===== src/rtl/lrs_pkg.sv =====
package lrs_pkg;

  // Strobes from the control module to the datapath for one cycle.
  typedef struct packed {
    logic push;      // write the presented load into the tail slot
    logic pushLate;  // the pushed load takes the delayed timing
    logic pop;       // the head load returns at the next edge
  } ctrlStrobe_t;

endpackage


===== src/rtl/lrs_ctrl.sv =====
module lrs_ctrl
  import lrs_pkg::*;
#(
  parameter int DEPTH = 8,
  parameter int PTR_W = 3,
  parameter int CNT_W = 4
) (
  input  logic             clk,
  input  logic             rstN,
  input  logic             issueValid,
  input  logic             issueSigned,
  input  logic             fillDone,
  input  logic             headWaitDone,
  input  logic             headMiss,
  output ctrlStrobe_t      strobe,
  output logic [PTR_W-1:0] wrPtr,
  output logic [PTR_W-1:0] rdPtr,
  output logic             qFull
);

  logic [CNT_W-1:0] count;
  logic [CNT_W-1:0] credit;   // fill pulses not yet consumed by a returning miss
  logic             lateMode;
  logic             accept;
  logic             headGo;

  function automatic logic [PTR_W-1:0] nextPtr(input logic [PTR_W-1:0] p);
    return (p == PTR_W'(DEPTH - 1)) ? '0 : p + PTR_W'(1);
  endfunction

  assign qFull  = (count == CNT_W'(DEPTH));
  assign accept = issueValid && !qFull;
  assign headGo = (count != '0) && headWaitDone && (!headMiss || (credit != '0));

  always_comb begin
    strobe          = '0;
    strobe.push     = accept;
    strobe.pushLate = accept && (issueSigned || lateMode);
    strobe.pop      = headGo;
  end

  always_ff @(posedge clk or negedge rstN) begin
    if (!rstN) begin
      wrPtr    <= '0;
      rdPtr    <= '0;
      count    <= '0;
      credit   <= '0;
      lateMode <= 1'b0;
    end else begin
      if (strobe.push) wrPtr <= nextPtr(wrPtr);
      if (strobe.pop)  rdPtr <= nextPtr(rdPtr);
      count    <= count + CNT_W'(strobe.push) - CNT_W'(strobe.pop);
      credit   <= credit + CNT_W'(fillDone) - CNT_W'(strobe.pop && headMiss);
      lateMode <= accept ? (lateMode || issueSigned) : 1'b0;
    end
  end


  no_overflow_chk: assert property (@(posedge clk) disable iff (!rstN)
    count <= CNT_W'(DEPTH));


  count_track_chk: assert property (@(posedge clk) disable iff (!rstN)
    $past(rstN) |-> (int'(count) == int'($past(count)) + int'($past(strobe.push))
                                     - int'($past(strobe.pop))));


  late_clear_chk: assert property (@(posedge clk) disable iff (!rstN)
    !issueValid |=> !lateMode);


  late_enter_chk: assert property (@(posedge clk) disable iff (!rstN)
    (issueValid && issueSigned && !qFull) |=> lateMode);

endmodule


===== src/rtl/lrs_dpath.sv =====
module lrs_dpath
  import lrs_pkg::*;
#(
  parameter int DEPTH        = 8,
  parameter int PTR_W        = 3,
  parameter int TAG_W        = 5,
  parameter int WAIT_W       = 2,
  parameter int HIT_LAT      = 2,
  parameter int SIGNED_EXTRA = 1
) (
  input  logic             clk,
  input  logic             rstN,
  input  ctrlStrobe_t      strobe,
  input  logic [PTR_W-1:0] wrPtr,
  input  logic [PTR_W-1:0] rdPtr,
  input  logic [TAG_W-1:0] issueTag,
  input  logic             issueMiss,
  output logic             headWaitDone,
  output logic             headMiss,
  output logic             retValid,
  output logic [TAG_W-1:0] retTag,
  output logic             retLate
);

  // The countdown starts at the latency minus two: one cycle for the
  // issue edge and one for the registered return output.
  localparam int WAIT_FAST = HIT_LAT - 2;
  localparam int WAIT_SLOW = HIT_LAT + SIGNED_EXTRA - 2;

  logic [TAG_W-1:0]  tagVec  [DEPTH];
  logic [WAIT_W-1:0] waitVec [DEPTH];
  logic              missVec [DEPTH];
  logic              lateVec [DEPTH];

  for (genvar i = 0; i < DEPTH; i++) begin : g_slot
    logic [TAG_W-1:0]  tagR;
    logic [WAIT_W-1:0] waitR;
    logic              missR;
    logic              lateR;
    logic              wrHere;

    assign wrHere = strobe.push && (wrPtr == PTR_W'(i));

    always_ff @(posedge clk or negedge rstN) begin
      if (!rstN) begin
        tagR  <= '0;
        waitR <= '0;
        missR <= 1'b0;
        lateR <= 1'b0;
      end else if (wrHere) begin
        tagR  <= issueTag;
        missR <= issueMiss;
        lateR <= strobe.pushLate;
        waitR <= strobe.pushLate ? WAIT_W'(WAIT_SLOW) : WAIT_W'(WAIT_FAST);
      end else if (waitR != '0) begin
        waitR <= waitR - WAIT_W'(1);
      end
    end

    assign tagVec[i]  = tagR;
    assign waitVec[i] = waitR;
    assign missVec[i] = missR;
    assign lateVec[i] = lateR;
  end

  assign headWaitDone = (waitVec[rdPtr] == '0);
  assign headMiss     = missVec[rdPtr];

  always_ff @(posedge clk or negedge rstN) begin
    if (!rstN) begin
      retValid <= 1'b0;
      retTag   <= '0;
      retLate  <= 1'b0;
    end else begin
      retValid <= strobe.pop;
      retLate  <= strobe.pop && lateVec[rdPtr];
      if (strobe.pop) retTag <= tagVec[rdPtr];
    end
  end


  pop_ready_chk: assert property (@(posedge clk) disable iff (!rstN)
    strobe.pop |-> headWaitDone);


  late_mark_chk: assert property (@(posedge clk) disable iff (!rstN)
    retLate |-> retValid);


  ret_follow_chk: assert property (@(posedge clk) disable iff (!rstN)
    strobe.pop |=> retValid);

endmodule


===== src/rtl/load_return_seq.sv =====
module load_return_seq
  import lrs_pkg::*;
#(
  parameter int DEPTH        = 8,
  parameter int TAG_W        = 5,
  parameter int HIT_LAT      = 2,
  parameter int SIGNED_EXTRA = 1
) (
  input  logic             clk,
  input  logic             rstN,
  input  logic             issueValid,
  input  logic             issueSigned,
  input  logic             issueMiss,
  input  logic [TAG_W-1:0] issueTag,
  input  logic             fillDone,
  output logic             qFull,
  output logic             retValid,
  output logic [TAG_W-1:0] retTag,
  output logic             retLate
);

  localparam int PTR_W  = (DEPTH < 2) ? 1 : $clog2(DEPTH);
  localparam int CNT_W  = $clog2(DEPTH + 1);
  localparam int SLOW   = HIT_LAT + SIGNED_EXTRA - 2;
  localparam int WAIT_W = (SLOW < 2) ? 1 : $clog2(SLOW + 1);

  ctrlStrobe_t      strobe;
  logic [PTR_W-1:0] wrPtr;
  logic [PTR_W-1:0] rdPtr;
  logic             headWaitDone;
  logic             headMiss;

  lrs_ctrl #(
    .DEPTH (DEPTH),
    .PTR_W (PTR_W),
    .CNT_W (CNT_W)
  ) u_ctrl (
    .clk          (clk),
    .rstN         (rstN),
    .issueValid   (issueValid),
    .issueSigned  (issueSigned),
    .fillDone     (fillDone),
    .headWaitDone (headWaitDone),
    .headMiss     (headMiss),
    .strobe       (strobe),
    .wrPtr        (wrPtr),
    .rdPtr        (rdPtr),
    .qFull        (qFull)
  );

  lrs_dpath #(
    .DEPTH        (DEPTH),
    .PTR_W        (PTR_W),
    .TAG_W        (TAG_W),
    .WAIT_W       (WAIT_W),
    .HIT_LAT      (HIT_LAT),
    .SIGNED_EXTRA (SIGNED_EXTRA)
  ) u_dpath (
    .clk          (clk),
    .rstN         (rstN),
    .strobe       (strobe),
    .wrPtr        (wrPtr),
    .rdPtr        (rdPtr),
    .issueTag     (issueTag),
    .issueMiss    (issueMiss),
    .headWaitDone (headWaitDone),
    .headMiss     (headMiss),
    .retValid     (retValid),
    .retTag       (retTag),
    .retLate      (retLate)
  );

endmodule


===== config.mk =====
export PLATFORM = sky130hd
export DESIGN_NAME = load_return_seq
export DESIGN_NICKNAME = d
export VERILOG_FILES = /design/src/rtl/lrs_pkg.sv /design/src/rtl/lrs_ctrl.sv /design/src/rtl/lrs_dpath.sv /design/src/rtl/load_return_seq.sv
export SDC_FILE = /design/constraint.sdc
export NUM_CORES = 1
export LEC_CHECK = 0
export ABC_AREA = 1
export BUFFER_PORTS_ARGS = -buffer_cell sky130_fd_sc_hd__buf_4
export CAP_MARGIN = 25
export CORE_UTILIZATION = 35
export CTS_CLUSTER_DIAMETER = 150
export DETAILED_ROUTE_END_ITERATION = 6
export PLACE_DENSITY_LB_ADDON = 0.1
export SETUP_SLACK_MARGIN = 0.1
export SYNTH_ARGS = -nofsm -noshare
export SYNTH_HDL_FRONTEND = slang
export SYNTH_SLANG_ARGS = --single-unit

===== constraint.sdc =====
create_clock -name clk -period 2.5 [get_ports clk]
set_input_delay 0.125 -clock clk [delete_from_list [all_inputs] [get_ports clk]]
set_output_delay 0.125 -clock clk [all_outputs]
set_load 0.005 [all_outputs]

==> key figures <==
Status
  • Status: completed

Yosys
  • Syn Nets: 512
  • Post-synth top flop: dfrtp_1
  • Yosys top cell area share: 51.82%
  • Flip-flop and latch count after synthesis: 86
  • Synth area leader: dfrtp_1
  • Commonest cells in the netlist: nand2_1, dfrtp_1, o21ai_0, nor2_1, inv_1
  • Most common cell in the synthesized netlist: nand2_1
  • Synth cell types: 26
  • Top cells by area, synth: dfrtp_1, nand2_1, o21ai_0
  • Post-synth EDFFs: 0
  • Fraction of registers with async set or reset after synthesis: 100.0%
  • Cell count after synthesis: 480
  • Netlist Area Pre-Place: 0.004153 mm^2
  • Syn_area_per_cell: 8.652 um^2
  • Synthesis Warnings: 0
  • Seq/Total Area, Yosys: 51.82%

Clock tree
  • Reg clk slew, reported paths: 0.06 ns
  • CTS tree: yes
  • CTS Sinks: 86
  • CTS Buffer Depth: 2
  • TritonCTS Buffers: 9
  • CTS H-tree depth: 3
  • Root Driver: clkbuf_16
  • Clk_lat worst skew: 0.34 ns

Final layout
  • Nets: 541
  • Antenna cells: 0
  • Filler instances: 1185
  • Share of layout cells above drive strength 1: 14.79%
  • Synth-to-layout area growth: 15.82%

Route
  • Detailed-route DRC error count: 0
  • Vias/cell: 4.796
  • Via Count: 3151
  • Antenna Nets Post-Route: 0
  • Drt pass-1 iters: 4
  • Average wire per standard cell: 15.46 um
  • Routed WL: 10.15 mm
  • DRT iter0 DRCs: 130

GRT
  • First-pass GRT wire length: 17.13 mm
  • GR Util All Layers: 18.38%
  • Largest net degree at the start of global routing: 47
  • Vias in the first global route: 3161
  • Gr ovfl total: 0
  • Initial antenna violation count: 0

Die
  • Starting Density: 36.21%
  • Ports: 19
  • Core ar.: 0.01147 mm^2
  • Die Ht: 110.9 um
  • FP Rows: 39
  • Die width: 110.9 um
  • Die area: 0.01230 mm^2

STA
  • TNS Setup: 0 ns
  • Max Clock Skew: 0.003577 ns
  • Max Clock Freq: 431.9 MHz
  • RSZ-0062 raised after global routing: false
  • Setup ws final: 0.1849 ns
  • Final setup viols: 0
  • Min cycle time layout: 2.315 ns
  • Slew of the pin with the lowest slew margin: 0.6174 ns
  • Worst slew margin: 58.74%
  • Pins Over Slew Limit: 0
  • Final period util: 92.61%
  • Endpoints failing hold: 0

Worst setup path
  • R2r endpoint: u_ctrl.count[2]$_DFF_PN0_
  • R2r setup slk: 0.18 ns
  • Worst EP required: 2.72 ns
  • Critical Path Start: u_ctrl.rdPtr[0]$_DFFE_PN0N_
  • Critical R2R Launch: u_ctrl.rdPtr[0]$_DFFE_PN0N_
  • Crit path launch type: register
  • Worst setup EP type: register
  • Kind of critical path: register to register
  • Worst reg2reg path depth: 12
  • Critical Path AT: 2.54 ns
  • Critical Path Sink: u_ctrl.count[2]$_DFF_PN0_
  • Crit Path Max Fanout: 5

Power and ir drop
  • Peak VDD IR: 0.0006115 V
  • Pwr dens: 1417 mW/mm^2
  • Total power: 6813 uW
  • Leakage power: 0.002418 uW

Job
  • Max-cap violations: 0

Worst hold path
  • HP Class: input pin to register

Placement
  • Detailed Place HPWL: 6.539 mm
  • GP Congestion: 0.7998
  • Port bufs: 18
  • Worst slack, placed: 0.09332 ns
==> metal layers <==
layer  part of all wire [%]  up-vias  wire [um]  global-route usage (%)
li1                       -     1585          -                       -
met1                     45     1502       4601                   23.55
met2                     49       54       4992                   30.02
met3                    4.0       10        405                   5.249
met4                    1.5        0        155                   5.689
met5                      0        -          0                       0
==> worst min-delay path by stage <==
stage | slack, ns | cells after the start | endpoint | from
4_1_cts | 0.009 | 2 | u_ctrl.credit[0]$_DFF_PN0_ | fillDone
3_5_place_dp | 0.16 | 1 | u_ctrl.count[1]$_DFF_PN0_ | rstN
6_report | 0.02 | 2 | u_ctrl.credit[0]$_DFF_PN0_ | fillDone
3_3_place_gp | 0.16 | 1 | u_ctrl.count[1]$_DFF_PN0_ | rstN
2_1_floorplan | -0.17 | 0 | u_ctrl.count[0]$_DFF_PN0_ | rstN
5_1_grt | 0.01 | 2 | u_ctrl.credit[0]$_DFF_PN0_ | fillDone
==> flip-flops by register name, indices dropped and copies added, names as in the netlist <==
name                  cells
u_dpath.g_slot.missR      8
u_ctrl.rdPtr              3
u_dpath.g_slot.tagR      40
u_dpath.retTag            5
u_dpath.retValid          1
u_ctrl.credit             4
u_ctrl.wrPtr              3
u_dpath.g_slot.waitR      8
u_dpath.retLate           1
u_ctrl.count              4
u_dpath.g_slot.lateR      8
u_ctrl.lateMode           1
==> power by group <==
part	switching (uW)	leakage [uW]	internal, uW
sequential	367	0.00108	2030
clock	541	0.000137	772
combinational	1820	0.00120	1290
==> critical path, cell delays in order (launching register included) <==
cell,delay [ns]
dfrtp_2,0.42
buf_2,0.16
nand2_1,0.08
nand3_2,0.09
a21oi_4,0.17
nor2_4,0.06
nand2_4,0.08
inv_1,0.07
ha_1,0.27
inv_1,0.03
ha_1,0.20
fa_1,0.38
xor2_1,0.17
==> layout by cell type (no fill, tap or decap), drive strengths merged, types with 2 or more instances in the layout <==
master / Yosys / final
clkinv: 0 / 2
buf: 19 / 39
inv: 40 / 40
nor2: 58 / 58
nand2: 128 / 128
nand3: 33 / 33
clkbuf: 3 / 12
ha: 19 / 19
a21oi: 5 / 5
xnor2: 3 / 3
dfrtp: 86 / 86
o21ai: 81 / 81
fa: 2 / 2
==> logic make-up (layout without fill, tap and decap cells) <==
logic type                 Yosys count  count (layout)  share of synthesized area (%)
xor gates and xnor gates             4               4                         0.8438
adders and majority gates           21              21                          6.689
and+or+nand+nor                    221             221                          22.57
buffers and inverters               62              96                          7.622
DFF                                 86              86                          51.82
AOI/OAI and AO/OA                   86              86                          10.45
==> stage by stage <==
stage          hold WS [ns]  std cells  util, %  area [um^2]
2_1_floorplan       -0.1706        480        -         4153
3_3_place_gp         0.1571        636    38.77         4446
3_5_place_dp         0.1571        636    38.77         4446
4_1_cts            0.008915        653    41.39         4746
5_1_grt             0.01149        657    41.94         4810
6_report            0.01534        657    41.94         4810
==> timing repair <==
| action | in CTS | in global routing |
|---|---|---|
| pin swaps | 0 | 4 |
| buffers inserted | 0 | 4 |
| setup endpoints to repair | 3 | 3 |
| hold buffers | 1 | 0 |
| resized for setup | 2 | 7 |
| cloned | 0 | 0 |
| endpoints found under the hold margin | 40 | 0 |
==> layout make-up <==
class / count / area, um^2 / area share [%]
well taps: 143 / 178.9 / 3.720
multi-input cells: 332 / 1712 / 35.59
clock inverters: 4 / 47.55 / 0.9886
repair buffers: 40 / 325.3 / 6.764
flip-flops and latches: 86 / 2155 / 44.80
clock buffers: 12 / 236.5 / 4.917
inverters: 40 / 155.1 / 3.226
Power figures use the tool's default switching activity.
